File: src/rtl/tx_seq_pkg.sv
// Package: shared state encoding for the transmit command sequencer.
// Assumes nothing beyond SystemVerilog enums.
package tx_seq_pkg;
    typedef enum logic [2:0] {
        ST_IDLE  = 3'd0,   // nothing to serve
        ST_WAIT  = 3'd1,   // waiting for FIFO room
        ST_START = 3'd2,   // waiting for DMA engine to be idle
        ST_COPY  = 3'd3,   // DMA in flight
        ST_FIN   = 3'd4,   // segment finished, report and maybe push
        ST_DROP  = 3'd5    // segment refused, report and discard
    } seq_state_t;
endpackage

File: src/rtl/tx_seq_queue.sv
// Module: circular queue of interface indices in arrival order.
// Assumes DEPTH >= 2; callers never push when full (guaranteed by sizing).
module tx_seq_queue #(
    parameter int DEPTH = 4,
    parameter int W     = 2
) (
    input  logic                         clk,
    input  logic                         rst_n,
    input  logic                         push,
    input  logic [W-1:0]                 push_data,
    input  logic                         pop,
    output logic [W-1:0]                 head,
    output logic [$clog2(DEPTH+1)-1:0]   count,
    output logic                         empty
);
    localparam int PTR_W = $clog2(DEPTH);
    localparam int CNT_W = $clog2(DEPTH+1);

    logic [W-1:0]     mem [DEPTH];
    logic [PTR_W-1:0] rd_ptr, wr_ptr;
    logic             do_push, do_pop;

    assign empty   = (count == '0);
    assign head    = mem[rd_ptr];
    assign do_pop  = pop && !empty;
    assign do_push = push && (count != CNT_W'(DEPTH) || do_pop);

    // Storage write at the tail.
    always_ff @(posedge clk) begin
        if (do_push) mem[wr_ptr] <= push_data;
    end

    // Pointer and occupancy bookkeeping.
    always_ff @(posedge clk) begin
        if (!rst_n) begin
            rd_ptr <= '0;
            wr_ptr <= '0;
            count  <= '0;
        end else begin
            if (do_push)
                wr_ptr <= (wr_ptr == PTR_W'(DEPTH-1)) ? '0 : wr_ptr + 1'b1;
            if (do_pop)
                rd_ptr <= (rd_ptr == PTR_W'(DEPTH-1)) ? '0 : rd_ptr + 1'b1;
            if (do_push && !do_pop)
                count <= count + 1'b1;
            else if (do_pop && !do_push)
                count <= count - 1'b1;
        end
    end
endmodule

File: src/rtl/tx_seq_desc.sv
// Module: per-interface descriptor store with pending (busy) bits.
// Assumes a set and a clear never target the same interface in one cycle;
// set wins if they do.
module tx_seq_desc #(
    parameter int NUM_IF = 4,
    parameter int ADDR_W = 32,
    parameter int LEN_W  = 16
) (
    input  logic                      clk,
    input  logic                      rst_n,
    input  logic                      set_we,
    input  logic [$clog2(NUM_IF)-1:0] set_idx,
    input  logic [ADDR_W-1:0]         set_addr,
    input  logic [LEN_W-1:0]          set_len,
    input  logic                      set_more,
    input  logic                      set_csum,
    input  logic                      clr_we,
    input  logic [$clog2(NUM_IF)-1:0] clr_idx,
    input  logic [$clog2(NUM_IF)-1:0] rd_idx,
    output logic [NUM_IF-1:0]         busy,
    output logic [ADDR_W-1:0]         rd_addr,
    output logic [LEN_W-1:0]          rd_len,
    output logic                      rd_more,
    output logic                      rd_csum
);
    logic [ADDR_W-1:0] d_addr [NUM_IF];
    logic [LEN_W-1:0]  d_len  [NUM_IF];
    logic [NUM_IF-1:0] d_more, d_csum;

    for (genvar g = 0; g < NUM_IF; g++) begin : g_if
        // Descriptor fields are captured on an accepted post.
        always_ff @(posedge clk) begin
            if (set_we && set_idx == g) begin
                d_addr[g] <= set_addr;
                d_len[g]  <= set_len;
                d_more[g] <= set_more;
                d_csum[g] <= set_csum;
            end
        end

        // Pending bit: set on post, cleared on completion write.
        always_ff @(posedge clk) begin
            if (!rst_n)
                busy[g] <= 1'b0;
            else if (set_we && set_idx == g)
                busy[g] <= 1'b1;
            else if (clr_we && clr_idx == g)
                busy[g] <= 1'b0;
        end
    end

    assign rd_addr = d_addr[rd_idx];
    assign rd_len  = d_len[rd_idx];
    assign rd_more = d_more[rd_idx];
    assign rd_csum = d_csum[rd_idx];
endmodule

File: src/rtl/tx_seq_fsm.sv
// Module: segment sequencing state machine with assembly byte tracking.
// Assumes LEN_W >= ASM_W and that the head descriptor is stable while served.
module tx_seq_fsm
    import tx_seq_pkg::*;
#(
    parameter int LEN_W     = 16,
    parameter int SPACE_W   = 16,
    parameter int CNT_W     = 3,
    parameter int BUF_BYTES = 16384,
    parameter int ASM_W     = 15
) (
    input  logic               clk,
    input  logic               rst_n,
    input  logic               enable,
    input  logic               q_empty,
    input  logic [CNT_W-1:0]   q_count,
    input  logic               head_pending,
    input  logic [LEN_W-1:0]   hd_len,
    input  logic               hd_more,
    input  logic [SPACE_W-1:0] fifo_free,
    input  logic [SPACE_W-1:0] max_copy,
    input  logic               dma_busy,
    input  logic               dma_done,
    output seq_state_t         state,
    output logic               dma_req,
    output logic [ASM_W-1:0]   asm_len,
    output logic               seg_done,
    output logic               seg_drop,
    output logic               pop,
    output logic               push_valid,
    output logic [ASM_W-1:0]   push_len,
    output logic               txfull,
    output logic               err_ovf
);
    localparam int CMP_W = ((LEN_W > SPACE_W) ? LEN_W : SPACE_W) + 2;

    seq_state_t       state_nx;
    logic [CMP_W-1:0] need;
    logic             ovf, room, more_left;

    // Bytes the packet would hold after this segment, overflow and room tests.
    always_comb begin
        need      = CMP_W'(asm_len) + CMP_W'(hd_len);
        ovf       = need > CMP_W'(BUF_BYTES);
        room      = CMP_W'(fifo_free) >= need;
        more_left = q_count > CNT_W'(1);
    end

    // Next-state selection.
    always_comb begin
        state_nx = state;
        unique case (state)
            ST_IDLE:  if (enable && !q_empty && head_pending) state_nx = ST_WAIT;
            ST_WAIT:  if (ovf) state_nx = ST_DROP;
                      else if (room) state_nx = ST_START;
            ST_START: if (!dma_busy) state_nx = ST_COPY;
            ST_COPY:  if (dma_done) state_nx = ST_FIN;
            ST_FIN:   if (hd_more) state_nx = ST_IDLE;
                      else state_nx = more_left ? ST_WAIT : ST_IDLE;
            ST_DROP:  state_nx = more_left ? ST_WAIT : ST_IDLE;
            default:  state_nx = ST_IDLE;
        endcase
    end

    // State register.
    always_ff @(posedge clk) begin
        if (!rst_n) state <= ST_IDLE;
        else        state <= state_nx;
    end

    // Assembled byte count: grows on non-final segments, clears on push or drop.
    always_ff @(posedge clk) begin
        if (!rst_n)
            asm_len <= '0;
        else if (state == ST_FIN && hd_more)
            asm_len <= asm_len + ASM_W'(hd_len);
        else if (state == ST_FIN || state == ST_DROP)
            asm_len <= '0;
    end

    // Sticky overflow flag.
    always_ff @(posedge clk) begin
        if (!rst_n)                err_ovf <= 1'b0;
        else if (state == ST_DROP) err_ovf <= 1'b1;
    end

    // Decoded strobes of the finishing states.
    always_comb begin
        dma_req    = (state == ST_START) && !dma_busy;
        seg_done   = (state == ST_FIN);
        seg_drop   = (state == ST_DROP);
        push_valid = seg_done && !hd_more;
        pop        = push_valid || seg_drop;
        push_len   = asm_len + ASM_W'(hd_len);
        txfull     = push_valid &&
                     (CMP_W'(fifo_free) < CMP_W'(push_len) + CMP_W'(max_copy));
    end
endmodule

File: src/rtl/tx_cmd_seq.sv
// Module: top of the multi-interface transmit command sequencer.
// Accepts descriptor posts, queues interface indices, drives the FSM and
// formats completion words. Assumes NUM_IF is a power of two >= 2.
module tx_cmd_seq
    import tx_seq_pkg::*;
#(
    parameter int NUM_IF    = 4,
    parameter int ADDR_W    = 32,
    parameter int LEN_W     = 16,
    parameter int SPACE_W   = 16,
    parameter int BUF_BYTES = 16384,
    localparam int IDX_W    = $clog2(NUM_IF),
    localparam int ASM_W    = $clog2(BUF_BYTES + 1),
    localparam int CNT_W    = $clog2(NUM_IF + 1)
) (
    input  logic               clk,
    input  logic               rst_n,
    input  logic               enable,
    input  logic               post_valid,
    input  logic [IDX_W-1:0]   post_idx,
    input  logic [ADDR_W-1:0]  post_addr,
    input  logic [LEN_W-1:0]   post_len,
    input  logic               post_more,
    input  logic               post_csum,
    output logic [NUM_IF-1:0]  if_busy,
    input  logic [SPACE_W-1:0] fifo_free,
    input  logic [SPACE_W-1:0] max_copy,
    input  logic               dma_busy,
    output logic               dma_req,
    output logic [ADDR_W-1:0]  dma_addr,
    output logic [LEN_W-1:0]   dma_len,
    output logic [ASM_W-1:0]   dma_off,
    input  logic               dma_done,
    output logic               done_we,
    output logic [IDX_W-1:0]   done_idx,
    output logic [LEN_W+1:0]   done_word,
    output logic               push_valid,
    output logic [ASM_W-1:0]   push_len,
    output logic               push_csum,
    output logic               intr_txdma,
    output logic               intr_txfull,
    output logic               err_ovf
);
    logic [IDX_W-1:0]  q_head;
    logic [CNT_W-1:0]  q_count;
    logic              q_empty, q_pop, q_push;
    logic              accept;
    logic [ADDR_W-1:0] hd_addr;
    logic [LEN_W-1:0]  hd_len;
    logic              hd_more, hd_csum;
    logic              seg_done, seg_drop;
    logic [ASM_W-1:0]  asm_len;
    seq_state_t        state;

    // Post acceptance and queue append rule.
    always_comb begin
        accept = post_valid && !if_busy[post_idx];
        q_push = accept && !(!q_empty && q_head == post_idx);
    end

    tx_seq_queue #(.DEPTH(NUM_IF), .W(IDX_W)) u_queue (
        .clk       (clk),
        .rst_n     (rst_n),
        .push      (q_push),
        .push_data (post_idx),
        .pop       (q_pop),
        .head      (q_head),
        .count     (q_count),
        .empty     (q_empty)
    );

    tx_seq_desc #(.NUM_IF(NUM_IF), .ADDR_W(ADDR_W), .LEN_W(LEN_W)) u_desc (
        .clk      (clk),
        .rst_n    (rst_n),
        .set_we   (accept),
        .set_idx  (post_idx),
        .set_addr (post_addr),
        .set_len  (post_len),
        .set_more (post_more),
        .set_csum (post_csum),
        .clr_we   (done_we),
        .clr_idx  (q_head),
        .rd_idx   (q_head),
        .busy     (if_busy),
        .rd_addr  (hd_addr),
        .rd_len   (hd_len),
        .rd_more  (hd_more),
        .rd_csum  (hd_csum)
    );

    tx_seq_fsm #(
        .LEN_W(LEN_W), .SPACE_W(SPACE_W), .CNT_W(CNT_W),
        .BUF_BYTES(BUF_BYTES), .ASM_W(ASM_W)
    ) u_fsm (
        .clk          (clk),
        .rst_n        (rst_n),
        .enable       (enable),
        .q_empty      (q_empty),
        .q_count      (q_count),
        .head_pending (if_busy[q_head]),
        .hd_len       (hd_len),
        .hd_more      (hd_more),
        .fifo_free    (fifo_free),
        .max_copy     (max_copy),
        .dma_busy     (dma_busy),
        .dma_done     (dma_done),
        .state        (state),
        .dma_req      (dma_req),
        .asm_len      (asm_len),
        .seg_done     (seg_done),
        .seg_drop     (seg_drop),
        .pop          (q_pop),
        .push_valid   (push_valid),
        .push_len     (push_len),
        .txfull       (intr_txfull),
        .err_ovf      (err_ovf)
    );

    // Output formatting: DMA fields, completion word, push flags, interrupt.
    always_comb begin
        dma_addr   = hd_addr;
        dma_len    = hd_len;
        dma_off    = asm_len;
        done_we    = seg_done || seg_drop;
        done_idx   = q_head;
        done_word  = {seg_drop, 1'b1, (seg_drop ? LEN_W'(0) : hd_len)};
        push_csum  = push_valid && hd_csum;
        intr_txdma = done_we;
    end
endmodule

File: config.mk
export PLATFORM = sky130hd
export DESIGN_NAME = tx_cmd_seq
export DESIGN_NICKNAME = d
export VERILOG_FILES = /design/src/rtl/tx_seq_pkg.sv /design/src/rtl/tx_seq_queue.sv /design/src/rtl/tx_seq_desc.sv /design/src/rtl/tx_seq_fsm.sv /design/src/rtl/tx_cmd_seq.sv
export SDC_FILE = /design/constraint.sdc
export NUM_CORES = 1
export LEC_CHECK = 0
export BUFFER_PORTS_ARGS = -buffer_cell sky130_fd_sc_hd__buf_2
export CAP_MARGIN = 10
export CORE_UTILIZATION = 40
export DETAILED_ROUTE_END_ITERATION = 8
export SLEW_MARGIN = 20
export SYNTH_ARGS = -nofsm -noshare
export SYNTH_HDL_FRONTEND = slang
export SYNTH_HIERARCHICAL = 1
export SYNTH_SLANG_ARGS = --single-unit
File: constraint.sdc
create_clock -name clk -period 8.2 [get_ports clk]
set_clock_uncertainty 0.05 [all_clocks]
set_input_delay 2.46 -clock clk [delete_from_list [all_inputs] [get_ports clk]]
set_output_delay 2.46 -clock clk [all_outputs]
set_load 0.02 [all_outputs]
; After elaboration in Yosys (flattened, before gate mapping)
; Memories as Yosys holds them, arrays and structs flattened. A register that Yosys moved wholly into a read port is not among the register bits.
; Cells that the tools add are included.
[op_classes]
addsub = 7
order_cmp = 6
eq_ne = 19
n_mux = 61
reduce_logical = 49
[op_table]
columns = cell, n
row1 = 32-bit 2-to-1 mux, 3
row2 = 32-bit OR reduction, 3
row3 = 16-bit 2-to-1 mux, 4
row4 = 16-bit OR reduction, 3
row5 = 15-bit by 16-bit adder with 17-bit output, 2
row6 = 15-bit 2-to-1 mux, 2
row7 = 1-bit 2-to-1 mux, 29
row8 = 3-bit 2-to-1 mux, 8
row9 = 1-bit logical AND, 22
row10 = 2-bit 2-to-1 mux, 10
row11 = 16-bit by 18-bit greater-or-equal comparator with 1-bit output, 1
row12 = "18-bit by 15-bit greater-than comparator with 1-bit output, second input constant", 1
row13 = 16-bit by 18-bit < comparator with 1-bit output, 1
row14 = 3-bit one-hot mux with 6 select lines, 1
row15 = 15-bit adder, 1
row16 = "2-bit == test, second input constant", 6
row17 = 2-bit nonzero test, 6
row18 = 1-bit binary-select mux with 2-bit select, 4
row19 = 1-bit zero test, 7
row20 = "3-bit by 2-bit == test with 1-bit output, second input constant", 2
row21 = "3-bit == test, second input constant", 2
row22 = 3-bit zero test, 2
row23 = "2-bit by 3-bit < comparator with 1-bit output, second input constant", 2
row24 = "2-bit by 1-bit adder with 2-bit output, second input constant", 2
row25 = other kinds (13), 18
[totals]
ff_bits = 38
mem_bits_rw = 200
inputBits = 90
out_inout_bits = 109
wordCells = 163
n_memories = 3
[memory_table]
columns = name, words, width, rd, rd_ports_with_merged_regs, write_ports, line_no
row1 = u_desc.d_addr, 4, 32, 1, 0, 1, tx_seq_desc.sv:26  ; logic [ADDR_W-1:0] d_addr [NUM_IF];
row2 = u_desc.d_len, 4, 16, 1, 0, 1, tx_seq_desc.sv:27  ; logic [LEN_W-1:0] d_len [NUM_IF];
row3 = u_queue.mem, 4, 2, 1, 1, 1, tx_seq_queue.sv:19  ; logic [W-1:0] mem [DEPTH];

; Depth between registers and ports, before layout
[logic_depth]
word_depth = 12
mapped_depth = 26
ltp_nobuf = 24

; By module
; Netlist, hierarchy kept.
[by_module_without_submodules]
columns = mod, instances, cells_per_inst, area_per_inst_um2, seq_area_each_um2
row1 = tx_seq_desc, 1, 285, 7470.9, 6085.8
row2 = tx_seq_fsm, 1, 375, 2935.3, 380.4
row3 = tx_seq_queue, 1, 61, 774.5, 420.4
row4 = tx_cmd_seq, 1, 31, 231.5, 0.0

; Worst setup path before layout
; No wires, ideal clock.
[synth_path]
path_type = register to output
startpoint = register with a tool-made name
endpoint = output port intr_txfull
arrival_time_ns = 5.967
required_ns = 5.690
slack_ns = -0.277
stages_incl_launch_ff = 22
n_path_buf = 2
path_cell_list = dfxtp_1 mux4_2 buf_6 buf_12 mux4_2 ha_1 a211oi_1 o21bai_1 or3b_2 nor3b_1 ha_1 and3_1 a21oi_1 o311ai_0 a31oi_1 xor2_1 ha_1 and4_1 a311oi_1 nand2_1 o221ai_1 o2bb2ai_1
[synth_rtl]
columns = item, line_no
row1 = end: declaration, tx_cmd_seq.sv:41  ; output logic intr_txfull,

==> summary.md <==
| Metric | Value |
|---|---|
| Status | finished, violations left |
| Failing checks | setup timing |
| Crit. End Element | output pin |
| Max-Cap Viols | 0 |
| Combinational share of power | 0.340 |
| Number of I/O pins | slightly below 200 |
| Main synth FF type | edfxtp_1 |
| # rows | a little over 60 |
| Ratio of cells with drive above 1 in the final layout | 0.4162 |
| Sw Ratio | 0.3140 |
| Worst slew margin | 0.4359 |
| DR iter-0 viols | 377 |
| Final Hold Violating Endpoints | 0 |
| Setup ws final | -0.1430 ns |
| Reg power frac | 0.363 |
| Core ar. | ~28000 sq um |
| Pin count of the biggest net entering global routing | 52 |
| CTS Hold Buffers Added | 0 |
| Antenna violations before repair | 7 |
| Final setup fails | 1 |
| Most Crowded Layer GR | met2 |
| Sw Pwr | between 1 and 1.5 mW |
| CTS root buffer | clkbuf_16 |
| First-pass GRT wire length | 39310 um |
| Cell Int Power | 2.668 mW |
| Total Wirelength | 25870 um |
| Post-Syn Area | 11410 sq um |
| Met3 usage | 0.04094 |
| Synth Area per Inst | 15.18 sq um |
| CTS tree | built |
| Die Y | 170.9 um |
| Die W | about 170 um |
| Max VDD drop | 180.2 uV |
| Grt total ovfl | 0 |
| GRT met1 Usage | 0.2267 |
| Synth warn | 6 |
| Clock buffer depth | 3 |
| Commonest cells after routing, fill and taps aside | edfxtp_1, buf_2, buf_4 |
| Critical path fanouts, max | 8 |
| Routability Congestion | 0.7936 |
| Critical path class | register to output pin |
| H-tree levels | 1 |
| Slew Viols, Final | 0 |
| Max Fclk | 119.9 MHz |
| Slowest library cell on the worst path | mux4_4 |
| Vias in the first global route | 7387 |
| PwrDens | 269.3 nW/um^2 |
| DRC viols | 0 |
| Worst setup SP type | register |
| Max stage delay on crit path | between 0.7 and 0.8 ns |
| Area leader, netlist | edfxtp_1 |
| Worst EP required | 5.69 ns |
| Via count | 7336 |
| Power, Total | roughly 4 mW |
| Post-Synthesis Cells | 752 |
| Flops & latches, synth | 240 |
| Initial core utilization | 0.4085 |
| Worst slew pin tran | 0.8462 ns |
| Synth cell types | 67 |
| Num Clock Sinks | 240 |
| Syn_nets | a little over 900 |
| Hold Crit Class | register to register |
| HPWL after DPL | between 15000 and 20000 um |
| Worst R2R Setup Slack | 2.63 ns |
| Clock Latency Late Sink | between 0.5 and 0.6 ns |
| Hold slack | 0.4215 ns |
| Total GRT Usage | 0.1763 |
| Clock Power Share | 0.298 |
| Area share of the largest cell type after synthesis | 0.5473 |
| ANT nets after route | 0 |
| Drt pass-1 iters | 5 |
| Synth area leaders | edfxtp_1, mux4_2, ha_1, dfxtp_1, nor2b_1 |
| DR WL/cell | 18.24 um |
| Number of instances in the placed design | 1340 |
| Worst-path clk slew | 0.06 ns |
| EDFF count, synth | 208 |
| Area growth, synth to finish | 26.58% |
| IO Port Bufs | 197 |
| Vias per inst | 5.173 |
| Num CTS Buffers | 26 |
| CP arrival | 5.83 ns |
| Crit-path cells | mux4_4 -> mux4_2 -> ha_4 -> fa_2 -> a21oi_2 -> o22ai_2 -> nor2_1 -> xnor2_1 -> ha_1 -> or3_4 -> o21ai_2 -> a21oi_2 -> buf_4 -> a21oi_4 -> xor2_1 -> ha_1 -> and4_1 -> a311oi_2 -> nand2_1 -> o221ai_2 -> o2bb2ai_1 -> buf_4 |
| Nets | 1181 |
| Leakage power | 5.641 nW |
| Die area | 29210 sq um |
| Final min period | 8.343 ns |
| Met2 usage | 0.3012 |
| Post-synthesis sequential area ratio | 0.6034 |
| Most common cell after layout, fill and taps aside | edfxtp_1 |
| Final period utilization | 1.017 |
| Ys async rst share | 0 |
| Fin cells | 1418 |
| Unrepaired setup endpoints after global routing | yes |
-- cell families after synthesis --
kind of cell	share of synthesized area
flip-flops	0.6034
AND/OR/NAND/NOR	0.07609
AO/OA/AOI/OAI	0.07762
adder cells (fa/ha/maj)	0.08091
buffers and inverters	0.03168
multiplexers	0.1092
XOR/XNOR	0.02072
other	0.0003286
-- synth_stat cells (4+ instances only) --
cell type	count
edfxtp_1	208
ha_1	69
mux4_2	54
nor2b_1	35
inv_1	34
dfxtp_1	32
nor2_1	31
a21oi_1	29
nand2_1	28
o21ai_0	26
a22oi_1	16
xor2_1	14
nand3_1	13
xnor2_1	13
a21o_1	12
clkbuf_1	11
nor3_1	10
o21a_1	7
a31oi_1	5
and2_2	5
buf_12	5
buf_2	5
a21boi_0	4
and3_1	4
nand2b_1	4
nand4_1	4
o2bb2ai_1	4
-- state kept, by name (all words and copies together) (netlist names), named ones only --
register,cells
u_queue/mem,8
u_queue/rd_ptr,2
u_desc/d_len,64
u_desc/busy,4
u_fsm/asm_len,15
u_desc/d_csum,4
u_desc/d_addr,128
u_queue/wr_ptr,2
u_fsm/err_ovf,1
u_desc/d_more,4
u_fsm/state,3
u_queue/count,3
-- routing by layer --
metal,vias up,share of wire
met5,-,0.0023
met2,192,0.49
li1,3482,-
met3,41,0.063
met4,10,0.014
met1,3611,0.43
-- power groups by stage --
stage | clock network [mW] | registers (mW) | logic (mW)
2_1_floorplan | 0 | 1.43 | 0.829
3_3_place_gp | 0 | 1.44 | 1.17
3_5_place_dp | 0 | 1.44 | 1.18
4_1_cts | 1.19 | 1.41 | 1.23
5_1_grt | 1.24 | 1.42 | 1.45
6_report | 1.16 | 1.41 | 1.32
-- critical path, delay by kind of cell, from the launching register on --
family          cells  cell delay [ns]
mux                 2             1.26
fa+ha+maj           4             1.14
compound gates      8             1.05
simple gates        4             0.86
flops               1             0.37
xor+xnor            2             0.33
buf+inv             2             0.32
-- layout make-up --
type | count | area [sq um]
Antenna cell | 2 | 5.005
Clock buffer | 29 | 683.2
Clock inverter | 18 | 178.9
Fill cell | 2410 | 13490
Inverter | 35 | 131.4
Multi-Input combinational cell | 448 | 4549
Sequential cell | 240 | 6888
Tap cell | 378 | 473.0
Timing Repair Buffer | 268 | 1536
-- metrics by stage --
step	setup TNS, ns	instance area [sq um]	setup WS [ns]	util
detailed placement	-0.03282	13000	-0.03282	0.4652
floorplan	0	11430	0.007261	-
finish	-0.1430	14450	-0.1430	0.5171
global placement	0	13000	0.07915	0.4652
CTS	-0.2103	14060	-0.2103	0.5034
global route	-0.4591	14440	-0.4591	0.5170
-- what timing repair did --
item	CTS	global route
endpoints found under the setup margin	1	1
setup buffers	9	20
pin swaps	15	30
gates resized for setup	35	41
-- path summary, 6_finish.rpt --
check | cells past startpoint | end | startpoint
hold reg to reg | 1 | u_fsm/err_ovf | u_fsm/err_ovf
setup reg to reg | 20 | u_fsm/state[0] | u_queue/mem[2][0]
setup / recovery | 22 | intr_txfull | u_queue/mem[2][0]
hold / removal | 1 | u_fsm/err_ovf | u_fsm/err_ovf
Note: power is estimated with default switching activity, not from simulation.
